==> config.mk <==
export PLATFORM = sky130hd
export DESIGN_NAME = uart_rx_flags
export DESIGN_NICKNAME = d
export VERILOG_FILES = /design/src/rtl/uart_rxf_pkg.sv /design/src/rtl/rxf_frame_eval.sv /design/src/rtl/rxf_flag_cell.sv /design/src/rtl/rxf_clear_arm.sv /design/src/rtl/uart_rx_flags.sv
export SDC_FILE = /design/constraint.sdc
export NUM_CORES = 1
export LEC_CHECK = 0
export ABC_AREA = 1
export BUFFER_PORTS_ARGS = -buffer_cell sky130_fd_sc_hd__buf_4
export CAP_MARGIN = 25
export CORE_MARGIN = 5
export CORE_UTILIZATION = 40
export CTS_CLUSTER_SIZE = 30
export DETAILED_ROUTE_END_ITERATION = 8
export GPL_TIMING_DRIVEN = 0
export PLACE_DENSITY = 0.79
export SLEW_MARGIN = 30
export SYNTH_ARGS = -nofsm -noshare
export SYNTH_HDL_FRONTEND = slang
export SYNTH_SLANG_ARGS = --single-unit
==> constraint.sdc <==
create_clock -name clk -period 1.5 [get_ports clk]
set_clock_uncertainty 0.15 [all_clocks]
set_input_delay 0.225 -clock clk [delete_from_list [all_inputs] [get_ports clk]]
set_output_delay 0.225 -clock clk [all_outputs]
set_load 0.01 [all_outputs]
==> src/rtl/uart_rxf_pkg.sv <==
package uart_rxf_pkg;
  localparam int ST_W    = 4;
  localparam int ST_FULL = 0;
  localparam int ST_OVR  = 1;
  localparam int ST_FE   = 2;
  localparam int ST_PE   = 3;

  // Parity mismatch: the sum must equal the selected type bit.
  function automatic logic parity_bad(logic en, logic odd, logic sum);
    return en & (sum ^ odd);
  endfunction
endpackage

==> src/rtl/rxf_frame_eval.sv <==
module rxf_frame_eval
  import uart_rxf_pkg::*;
(
  input  logic frame_done,
  input  logic inhibit,
  input  logic full_eff,
  input  logic stop_bit,
  input  logic par_en,
  input  logic par_odd,
  input  logic par_sum,
  output logic load_evt,
  output logic ovr_evt,
  output logic fe_evt,
  output logic pe_evt
);
  logic accept;

  always_comb begin
    accept   = frame_done & ~inhibit;
    ovr_evt  = accept & full_eff;
    load_evt = accept & ~full_eff;
    fe_evt   = load_evt & ~stop_bit;
    pe_evt   = load_evt & parity_bad(par_en, par_odd, par_sum);
  end
endmodule

==> src/rtl/rxf_flag_cell.sv <==
module rxf_flag_cell (
  input  logic clk,
  input  logic rst_n,
  input  logic set_i,
  input  logic clr_i,
  output logic q
);
  // A set in the same cycle as a clear wins.
  always_ff @(posedge clk or negedge rst_n) begin
    if (!rst_n) q <= 1'b0;
    else        q <= set_i | (q & ~clr_i);
  end
endmodule

==> src/rtl/rxf_clear_arm.sv <==
module rxf_clear_arm
  import uart_rxf_pkg::*;
(
  input  logic            clk,
  input  logic            rst_n,
  input  logic            stat_rd,
  input  logic            data_rd,
  input  logic [ST_W-1:0] flags,
  output logic [ST_W-1:0] clr_vec
);
  logic [ST_W-1:0] arm_q;

  always_ff @(posedge clk or negedge rst_n) begin
    if (!rst_n)       arm_q <= '0;
    else if (stat_rd) arm_q <= flags;
    else if (data_rd) arm_q <= '0;
  end

  assign clr_vec = data_rd ? arm_q : '0;

  // a data read with nothing armed clears nothing
  assert_no_arm_no_clear_R7: assert property (@(posedge clk) disable iff (!rst_n)
    (data_rd && arm_q == '0) |-> clr_vec == '0);
endmodule

==> src/rtl/uart_rx_flags.sv <==
module uart_rx_flags
  import uart_rxf_pkg::*;
#(
  parameter int DATA_W = 8
) (
  input  logic              clk,
  input  logic              rst_n,
  input  logic              frame_done,
  input  logic [DATA_W-1:0] frame_data,
  input  logic              stop_bit,
  input  logic              par_sum,
  input  logic              par_en,
  input  logic              par_odd,
  input  logic              stat_rd,
  input  logic              data_rd,
  output logic [ST_W-1:0]   status,
  output logic [DATA_W-1:0] rx_data,
  output logic              rx_inhibit
);
  logic [ST_W-1:0] flags;
  logic [ST_W-1:0] clr_vec;
  logic [ST_W-1:0] set_vec;
  logic            full_eff;
  logic            load_evt, ovr_evt, fe_evt, pe_evt;

  assign rx_inhibit = flags[ST_FE];
  assign full_eff   = flags[ST_FULL] & ~clr_vec[ST_FULL];

  rxf_frame_eval u_eval (
    .frame_done (frame_done),
    .inhibit    (rx_inhibit),
    .full_eff   (full_eff),
    .stop_bit   (stop_bit),
    .par_en     (par_en),
    .par_odd    (par_odd),
    .par_sum    (par_sum),
    .load_evt   (load_evt),
    .ovr_evt    (ovr_evt),
    .fe_evt     (fe_evt),
    .pe_evt     (pe_evt)
  );

  rxf_clear_arm u_arm (
    .clk     (clk),
    .rst_n   (rst_n),
    .stat_rd (stat_rd),
    .data_rd (data_rd),
    .flags   (flags),
    .clr_vec (clr_vec)
  );

  always_comb begin
    set_vec          = '0;
    set_vec[ST_FULL] = load_evt;
    set_vec[ST_OVR]  = ovr_evt;
    set_vec[ST_FE]   = fe_evt;
    set_vec[ST_PE]   = pe_evt;
  end

  for (genvar i = 0; i < ST_W; i++) begin : g_flag
    rxf_flag_cell u_cell (
      .clk   (clk),
      .rst_n (rst_n),
      .set_i (set_vec[i]),
      .clr_i (clr_vec[i]),
      .q     (flags[i])
    );

    // a flag only falls as the result of a data read
    assert_fall_needs_read_R6: assert property (@(posedge clk) disable iff (!rst_n)
      $fell(flags[i]) |-> $past(data_rd));
  end

  always_ff @(posedge clk or negedge rst_n) begin
    if (!rst_n)        rx_data <= '0;
    else if (load_evt) rx_data <= frame_data;
  end

  assign status = flags;

  assert_fe_stop_R1: assert property (@(posedge clk) disable iff (!rst_n)
    $rose(flags[ST_FE]) |-> !$past(stop_bit));
  assert_pe_enabled_R2: assert property (@(posedge clk) disable iff (!rst_n)
    $rose(flags[ST_PE]) |-> $past(par_en));
  assert_fe_with_full_R3: assert property (@(posedge clk) disable iff (!rst_n)
    $rose(flags[ST_FE]) |-> flags[ST_FULL]);
  assert_pe_with_full_R3: assert property (@(posedge clk) disable iff (!rst_n)
    $rose(flags[ST_PE]) |-> flags[ST_FULL]);
  assert_no_err_on_ovr_R4: assert property (@(posedge clk) disable iff (!rst_n)
    $rose(flags[ST_OVR]) |-> !$rose(flags[ST_FE]) && !$rose(flags[ST_PE]));
  assert_inhibit_holds_R5: assert property (@(posedge clk) disable iff (!rst_n)
    (rx_inhibit && frame_done) |=> $stable(rx_data));
  assert_keep_old_R8: assert property (@(posedge clk) disable iff (!rst_n)
    (frame_done && flags[ST_FULL] && !data_rd) |=> $stable(rx_data));
endmodule

==> qor.yml, run 1 <==
grt_pass1_vias: 641
start_util_pct: 42.2
gp_congestion: 0.787
cts_buffer_depth: 2
holdPathStages: 3
syn_area_um2: 736
p_leak_nw: 0.556
fin_setup_tns_ns: 0
nets: 132
antenna_cells: 0
overflow: 0
tightest_slew_ns: 0.238
dieHeight_um: 52.9
drive_gt1_share_pct: 43.0
drt_iter0_drc: 7
io_buffer_count: 29
rsz0062_at_grt: "false"
vias: 604
hold_ws_ns: 0.0185
power_density_mw_per_mm2: 1840
cts_tree: "built"
dr.pass1.iters: 5
cp-end-kind: "output port"
crit_required_ns: 1.12
ir_worst_vdd_mv: 0.891
worst-setup-path-type: "reg2out"
clock_latency_ns: 0.28
slew_viol_final: 0
numCtsBuffers: 3
dp_hpwl_um: 1190
synth.avg_cell_area_um2: 9.31
grt_pass1_wl_um: 2700
ctsRootBufferMaster: "clkbuf_4"
htree_num_levels: 1
relSlewSlack_pct: 84.0
dieArea_mm2: 0.00280
timing.final.hold_violations: 0
hold_path_class: "in2reg"
clk_pin_slew_ns: 0.10
clock_sinks: 16
wl_um: 1520
drtAntennaViolNets: 0
r2r_cells: 4
finalSetupViolCount: 0
rows: 15
route.detailed.drc: 0
ys_types: 17
fmax_mhz: 703
synth_seq_cells: 16
status: "complete, no violations"
die_w_um: 52.9
syn_to_final_growth_pct: 41.7
track_usage_pct: 13.1
critPathLaunchType: "flip-flop"
postCtsSetupRepairBufs: 0
path_max_fanout: 5
post_drt_wl_per_cell_um: 10.9
maxCapViolCount: 0
synth-seq-area-share_pct: 54.4
period_needed_ns: 1.42
postSynthCellCount: 79
ff_latch_area_um2: 402
fillers: 166
ys_warn_count: 0
multi_input_area_um2: 268
grt_max_degree: 17
min_period_over_period_pct: 94.9
io_pins: 30
antenna_found_initial: 0
cp.arrival_ns: 1.05
vias_per_cell: 4.35
synth_fp_nets: 96
core_mm2: 0.00175
metal layers:
metal | vias up | share of wire (%) | GRT usage (%) | wire length (um)
met5 | - | 0 | 0 | 0
met4 | 0 | 0 | 3.83 | 0
met3 | 0 | 9.2 | 3.38 | 140
met2 | 22 | 47 | 21.3 | 722
met1 | 266 | 43 | 17.1 | 658
li1 | 316 | - | - | -
power breakdown:
group | leakage, nW | internal [W] | switching, W
clock | 0.0210 | 0.000147 | 0.000133
combinational | 0.340 | 0.000450 | 0.000421
sequential | 0.196 | 0.000619 | 0.000145
cell type report:
type                            count  area share [%]
Inverter                            7            2.52
Multi-Input combinational cell     51            25.7
Buffer                              5            3.96
Clock buffer                        4            3.48
Timing Repair Buffer               31            22.8
Tap cell                           25            3.00
Sequential cell                    16            38.5
synthesized netlist by cell type:
library cell  number  area (um2)
a21oi_1            1        5.00
buf_4              4        30.0
buf_6              1        11.3
dfrtp_1           16         400
inv_1              4        15.0
inv_2              3        11.3
nand2_1           26        97.6
nand2_2            2        12.5
nand2_4            1        11.3
nand2_8            1        20.0
nand3_1            9        45.0
nor2_1             2        7.51
nor2_8             1        20.0
o21ai_0            3        15.0
o21ai_1            2        10.0
o21ai_2            2        17.5
o22ai_1            1        6.26
worst paths after layout:
check | from | end | slack, ns
hold / removal | frame_data[5] | rx_data[5] | 0.02
max in group asynchronous | rst_n | g_flag[2].u_cell.q | 0.83
setup / recovery | g_flag[2].u_cell.q | status[2] | 0.08
setup reg to reg | g_flag[2].u_cell.q | rx_data[3] | 0.34
hold reg to reg | rx_data[7] | rx_data[7] | 0.34
min in group asynchronous | rst_n | g_flag[1].u_cell.q | 0.18
state kept, by name (all words and copies together), names as in the netlist:
register,cells
u_arm.arm_q,4
g_flag.u_cell.q,4
rx_data,8
cell usage in the layout (no fill, tap or decap), types with 2 or more instances in the layout:
| master | Yosys | final |
|---|---|---|
| buf_4 | 4 | 33 |
| clkbuf_4 | 0 | 3 |
| dfrtp_1 | 16 | 15 |
| dlygate4sd3_1 | 0 | 2 |
| inv_1 | 4 | 4 |
| inv_2 | 3 | 3 |
| nand2_1 | 26 | 26 |
| nand2_2 | 2 | 2 |
| nand3_1 | 9 | 9 |
| nor2_1 | 2 | 2 |
| o21ai_0 | 3 | 3 |
| o21ai_1 | 2 | 2 |
| o21ai_2 | 2 | 2 |
cells by family after synthesis:
kind of cell	share of synthesized area (%)
compound gates	7.31
buf+inv	9.18
flops	54.4
simple gates	29.1
worst max-delay path, stage by stage (launching register included):
cell and delay (ns):
dfrtp_2 0.48, buf_4 0.15, buf_4 0.14
per-stage QoR:
stage | utilization [%] | setup WS [ns] | instance area (um2) | power, W | instances
2_1_floorplan | - | 0.363 | 736 | 0.00126 | 79
3_3_place_gp | 56.4 | 0.336 | 985 | 0.00162 | 133
3_5_place_dp | 56.4 | 0.308 | 985 | 0.00165 | 133
4_1_cts | 59.6 | 0.0400 | 1040 | 0.00194 | 139
5_1_grt | 59.7 | 0.0343 | 1040 | 0.00207 | 139
6_report | 59.7 | 0.0766 | 1040 | 0.00192 | 139
what timing repair did:
item,CTS,global route
endpoints found under the hold margin,17,0
endpoints found under the setup margin,0,1
resized for setup,0,1
hold buffers,2,0
Power figures use the tool's default switching activity.
==> run 2: changes to the inputs <==
ABC_AREA = not set   (was 1)
CORE_MARGIN = not set   (was 5)
PLACE_DENSITY = 0.8   (was 0.79)
==> run 2 against run 1 <==
  * The flow now finishes with violations (DRC)
  * Cell count shrank 23%
  * Non-clock buffer count grew 1
  * Sequential share of layout area grew 1.8 points
  * Worst hold slack gained 0.0066 ns
  * Critical path type is now reg2reg
  * Critical endpoint is now rx_data[6]
  * Largest cell class unchanged
  * Largest power group unchanged
==> qor.yml, run 2 <==
status: "complete, but fails checks"
violations: "DRC"
min_to: "rx_data[5]"
synth_edf_count: 0  # unchanged
preCtsSetupSlack_ns: -0.0737  # -0.382 ns
nets: 110  # -17%
reg2reg_slack_ns: 0.03  # -0.31 ns
path_max_fanout: 6  # +1
synth-simple-area-share_pct: 11.4  # -18 points
wl_um: 1310  # -14%
dieArea_mm2: 0.00188  # -33%
reg.largest.list: "rx_data (8), g_flag.u_cell.q (4), u_arm.arm_q (4)"
die_w_um: 43.3  # -18%
synth-xor-area-share_pct: 1.28  # +1.3 points
cp.arrival_ns: 1.49  # +0.44 ns
dp_hpwl_um: 974  # -18%
rows: 14  # -1
r2r_cells: 4  # unchanged
core_mm2: 0.00156  # -11%
critPathLaunchType: "flip-flop"
clock_latency_ns: 0.28  # about the same
grt_pass1_vias: 521  # -19%
ctsRootBufferMaster: "clkbuf_4"
p_sw_w: 0.000579  # -17%
holdPathStages: 2  # -1
pwr-share-comb_pct: 46.1  # +0.6 points
vias_per_cell: 4.97  # +14%
vias: 532  # -12%
rr_endpoint: "rx_data[6]"
period_needed_ns: 1.47  # +0.0497 ns
postSynthCellCount: 55  # -30%
synthFlopType: "dfrtp_1"
setup_ws_ns: 0.0269  # -0.0497 ns
rr_startpoint: "g_flag[2].u_cell.q"
ys_types: 16  # -1
cts_tree: "built"
track_usage_pct: 15.5  # +2.4 points
gp_congestion: 0.696  # -12%
io_pins: 30  # unchanged
ys_warn_count: 0  # unchanged
syn_area_um2: 683  # -7.1%
tightest_slew_ns: 0.225  # -0.0125 ns
met2_usage_pct: 25.8  # +4.5 points
crit_required_ns: 1.52  # +0.40 ns
synth_seq_cells: 16  # unchanged
dieHeight_um: 43.3  # -18%
cts_buffer_depth: 2  # unchanged
yosys.area.top_type_share_pct: 58.6  # +4.2 points
grt_use_met1_pct: 20.7  # +3.6 points
synth_fp_nets: 72  # -25%
rsz0062_at_grt: "true"
async_flop_share_pct: 100  # unchanged
fillers: 137  # -17%
p_total_w: 0.00184  # -4.1%
use_met3_pct: 3.40  # +0.024 points
p_seq_share_pct: 42.0  # +2.1 points
regMostFlops: "rx_data"
overflow: 0  # unchanged
drt_iter0_drc: 5  # -2
synth_area_leader_cell: "dfrtp_1"
yosys-mux-area-fraction_pct: 13.2  # +13 points
ir_worst_vdd_mv: 0.940  # +5.6%
syn_to_final_growth_pct: 45.8
largest_reg_flops: 8  # unchanged
hold_start: "frame_data[5]"
grt_max_degree: 17  # unchanged
mostFrequentLayoutCell: "buf_4"
synth_fa_ha_area_share_pct: 0  # unchanged
hold_ws_ns: 0.0251  # +0.00656 ns
antenna_cells: 0  # unchanged
synthTopCellsByArea: "dfrtp_1 59%, mux2_2 13%, nand2b_1 4.6%"
post-synth-top-count-cell: "dfrtp_1"
grt_pass1_wl_um: 2130  # -21%
drive_gt1_share_pct: 56.0  # +13 points
worst-setup-path-type: "reg2reg"
min_period_over_period_pct: 98.2  # +3.3 points
io_buffer_count: 29  # unchanged
p_int_w: 0.00126  # +3.3%
post_drt_wl_per_cell_um: 12.2  # +12%
numCtsBuffers: 3  # unchanged
swShare_pct: 31.5  # -5.0 points
fmax_mhz: 679  # -3.4%
finalSetupViolCount: 0  # unchanged
drtAntennaViolNets: 0  # unchanged
p_leak_nw: 0.486  # -13%
synth-seq-area-share_pct: 58.6  # +4.2 points
dr.pass1.iters: 5  # unchanged
power_density_mw_per_mm2: 1840  # +0.31%
slew_viol_final: 0  # unchanged
synth_top_family_by_area: "multiplexers"
synth_common_cells: "16 x dfrtp_1, 8 x mux2_2, 8 x nand2_1"
relSlewSlack_pct: 85.0  # +1.0 points
maxCapViolCount: 0  # unchanged
start_util_pct: 43.8  # +1.7 points
htree_num_levels: 1  # unchanged
cp-end-kind: "flip-flop"
route.detailed.drc: 4  # +4
clk_pin_slew_ns: 0.09  # about the same
synth.avg_cell_area_um2: 12.4  # +33%
mostFrequentLayoutCells: "34 x buf_4, 15 x dfrtp_1, 8 x nand2_1"
clock_sinks: 16  # unchanged
hold_path_class: "in2reg"
timing.final.hold_violations: 0  # unchanged
antenna_found_initial: 0  # unchanged
pwr-share-clk_pct: 11.9  # -2.7 points
busiest_layer: "met2"
synth_compound_area_share_pct: 10.6  # +3.3 points
fin_setup_tns_ns: 0  # unchanged
==> run 2: cell types whose count changed after synthesis, sizes merged, moves of 2 or more <==
cell,change
inv,-6
nand3,-9
o21ai,-4
mux2,+8
nand2b,+5
nor2,-2
a22o,+2
nand2,-21
==> run 2: cells by family after synthesis <==
| family | Yosys count |
|---|---|
| XOR/XNOR | 1 |
| AND/OR/NAND/NOR | 16 |
| flip-flops | 16 |
| multiplexers | 8 |
| AO/OA/AOI/OAI | 9 |
| buffers and inverters | 5 |
==> run 2: repair_timing <==
item,in CTS,in global routing
setup endpoints to repair,8,8
resized for setup,1,3
gates cloned,0,0
hold buffers,1,0
buffers inserted,2,1
endpoints found under the hold margin,16,0
==> run 2: area by class of cell <==
| cell class | count | area, um2 | share of cell area, % |
|---|---|---|---|
| clock buffer | 3 | 22.5 | 2.26 |
| inverter | 1 | 3.75 | 0.377 |
| sequential | 16 | 402 | 40.3 |
| multi-input combinational | 34 | 260 | 26.1 |
| timing repair buffer | 33 | 258 | 25.9 |
| tap | 16 | 20.0 | 2.01 |
| buffer | 4 | 30.0 | 3.02 |
==> run 2: power by group through the flow <==
| stage | combinational [W] | sequential, W | clock, W |
|---|---|---|---|
| after global routing | 0.000911 | 0.000797 | 0.000242 |
| after floorplan | 0.000374 | 0.000814 | 0 |
| final | 0.000846 | 0.000772 | 0.000218 |
| after global placement | 0.000766 | 0.000768 | 0 |
| after CTS | 0.000812 | 0.000780 | 0.000223 |
| after detailed placement | 0.000788 | 0.000781 | 0 |
==> run 2: through the flow <==
step	util, %	std cells	instance area (um2)
after detailed placement	59.6	100	928
after global placement	59.6	100	928
after floorplan	-	55	691
final	63.9	107	996
after CTS	62.7	106	977
after global routing	63.9	107	996
==> run 2: worst max-delay path by stage <==
stage | startpoint | end | slack [ns] | cells past startpoint
floorplan | g_flag[2].u_cell.q | rx_data[0] | 0.03 | 3
global placement | g_flag[2].u_cell.q | rx_data[1] | -0.04 | 3
detailed placement | g_flag[2].u_cell.q | rx_data[0] | -0.07 | 3
CTS | g_flag[2].u_cell.q | rx_data[0] | 0.008 | 4
global route | g_flag[2].u_cell.q | rx_data[6] | -0.008 | 4
finish | g_flag[2].u_cell.q | rx_data[6] | 0.03 | 4
==> run 2: worst max-delay path, cell delays in order, from the launching register on <==
cell,delay (ns)
dfrtp_2,0.44
nand2b_4,0.16
a21oi_4,0.13
buf_6,0.15
mux2_2,0.33
==> run 2: metal layers <==
metal	share of wire (%)	vias up
li1	-	258
met1	44	252
met2	49	22
met3	7.0	0
met4	0	0
met5	0	-
==> run 3: changes to the inputs <==
clock period = 1.6 ns   (was 1.5 ns; I/O delays follow)
==> run 3 against run 2 <==
  * The run still ends with DRC left
  * Die area unchanged
  * First-iteration DRC count down 20%
  * Clock-buffer cell count unchanged
  * Sequential share of layout area up 0.80 points
  * Critical path type unchanged
  * Largest power group unchanged
  * Highest routed layer unchanged
==> qor.yml, run 3 (synthesis gave the netlist of run 2 again) <==
dieHeight_um: 43.3  # unchanged
tightest_slew_ns: 0.253  # +0.0275 ns
clk_pin_slew_ns: 0.08  # about the same
regMostFlops: "rx_data"
path_cells: "nand2b_1, a21oi_4, buf_12, mux2_2"
antenna_found_initial: 0  # unchanged
cp-end-kind: "flip-flop"
status: "complete, but fails checks"
p_leak_nw: 0.470  # -3.2%
dr.pass1.iters: 6  # +1
period_needed_ns: 1.54  # +0.0686 ns
finalSetupViolCount: 0  # unchanged
relSlewSlack_pct: 83.1  # -1.8 points
vias: 524  # -1.5%
track_usage_pct: 17.6  # +2.1 points
cts_tree: "built"
core_mm2: 0.00156  # unchanged
violations: "DRC"
dpl.cell_count: 100  # unchanged
io_buffer_count: 29  # unchanged
timing.final.hold_violations: 0  # unchanged
clock_latency_ns: 0.27  # about the same
crit_required_ns: 1.61  # +0.09 ns
start_util_pct: 43.8  # unchanged
route.detailed.drc: 2  # -2
antenna_cells: 0  # unchanged
grt_pass1_wl_um: 2390  # +13%
placed_area_um2: 921  # -0.81%
nets: 108  # -1.8%
reg2reg_slack_ns: 0.06  # +0.03 ns
path_max_fanout: 10  # +4
cp_slowest_cell: "dfrtp_1"
clock_sinks: 16  # unchanged
grt_pass1_vias: 579  # +11%
power_density_mw_per_mm2: 1720  # -6.7%
overflow: 0  # unchanged
cp.arrival_ns: 1.56  # +0.07 ns
ir_worst_vdd_mv: 1.02  # +8.8%
cts-resized-gates: 0  # -1
preCtsSetupSlack_ns: -0.00518  # +0.0685 ns
ctsRootBufferMaster: "clkbuf_4"
hold_path_class: "in2reg"
setup_ws_ns: 0.0584  # +0.0314 ns
drt_iter0_drc: 4  # -1
maxCapViolCount: 0  # unchanged
cts_buffer_depth: 2  # unchanged
slowest_delay_ns: 0.44  # about the same
critPathLaunchType: "flip-flop"
largest_reg_flops: 8  # unchanged
gp_congestion: 0.699  # +0.42%
min_period_over_period_pct: 96.4  # -1.9 points
mostFrequentLayoutCells: "33 x buf_4, 16 x dfrtp_1, 8 x nand2_1, 8 x mux2_2, 5 x nand2b_1"
reg.largest.list: "rx_data (8), g_flag.u_cell.q (4), u_arm.arm_q (4)"
syn_to_final_growth_pct: 42.5
final_area_um2: 973  # -2.3%
io_pins: 30  # unchanged
worst-setup-path-type: "reg2reg"
drtAntennaViolNets: 0  # unchanged
dp_hpwl_um: 968  # -0.67%
vias_per_cell: 4.99  # +0.37%
wl_um: 1320  # +0.61%
die_w_um: 43.3  # unchanged
numCtsBuffers: 3  # unchanged
rsz0062_at_grt: "false"
p_total_w: 0.00167  # -8.9%
rows: 14  # unchanged
layoutNonFillerInstCount: 105  # -1.9%
mostFrequentLayoutCell: "buf_4"
htree_num_levels: 1  # unchanged
slew_viol_final: 0  # unchanged
drive_gt1_share_pct: 52.8  # -3.2 points
dieArea_mm2: 0.00188  # unchanged
grt_max_degree: 17  # unchanged
post_drt_wl_per_cell_um: 12.5  # +2.5%
fmax_mhz: 649  # -4.4%
run 3: layout make-up:
cell class	count	area, um2
fillers	122	586
multi-input cells	34	249
plain buffers	4	30.0
inverters	1	3.75
flip-flops and latches	16	400
repair buffers	31	248
well taps	16	20.0
clock buffers	3	22.5
run 3: what timing repair did:
| action | 4_1_cts | 5_1_grt |
|---|---|---|
| setup buffers | 1 | 0 |
| hold buffers | 1 | 0 |
| endpoints found under the setup margin | 8 | 0 |
| hold endpoints to repair | 16 | 0 |
run 3: worst paths after layout:
path                               startpoint            endpoint  depth (start not counted)
max reg2reg                g_flag[2].u_cell.q          rx_data[0]                          4
min reg2reg                        rx_data[2]          rx_data[2]                          1
min                             frame_data[1]          rx_data[1]                          2
max in group asynchronous               rst_n          rx_data[4]                          2
min in group asynchronous               rst_n  g_flag[2].u_cell.q                          2
max                        g_flag[2].u_cell.q          rx_data[0]                          4
run 3: worst max-delay path, delay by kind of cell (launching register included):
kind                   cells  cell delay (ns)
buffers and inverters      1             0.14
AO/OA/AOI/OAI              1             0.15
multiplexers               1             0.33
flip-flops                 1             0.44
AND/OR/NAND/NOR            1             0.22
run 3: metrics by stage:
stage | utilization (%) | hold slack [ns] | setup TNS [ns]
global placement | 59.1 | -0.0426 | 0
detailed placement | 59.1 | -0.0381 | -0.00876
finish | 62.4 | 0.0446 | 0
floorplan | - | -0.206 | 0
CTS | 62.4 | 0.0294 | 0
global route | 62.4 | 0.0288 | 0
run 3: power breakdown:
part | internal (W) | switching [W]
clock network | 0.0000871 | 0.000112
registers | 0.000586 | 0.000138
logic | 0.000470 | 0.000280
run 3: routing by layer:
| metal | up-vias | track usage, % | share of wire (%) |
|---|---|---|---|
| met5 | - | 0 | 0 |
| met4 | 0 | 7.50 | 0 |
| met3 | 0 | 4.26 | 5.9 |
| met2 | 20 | 30.0 | 53 |
| met1 | 252 | 21.0 | 41 |
| li1 | 252 | - | - |
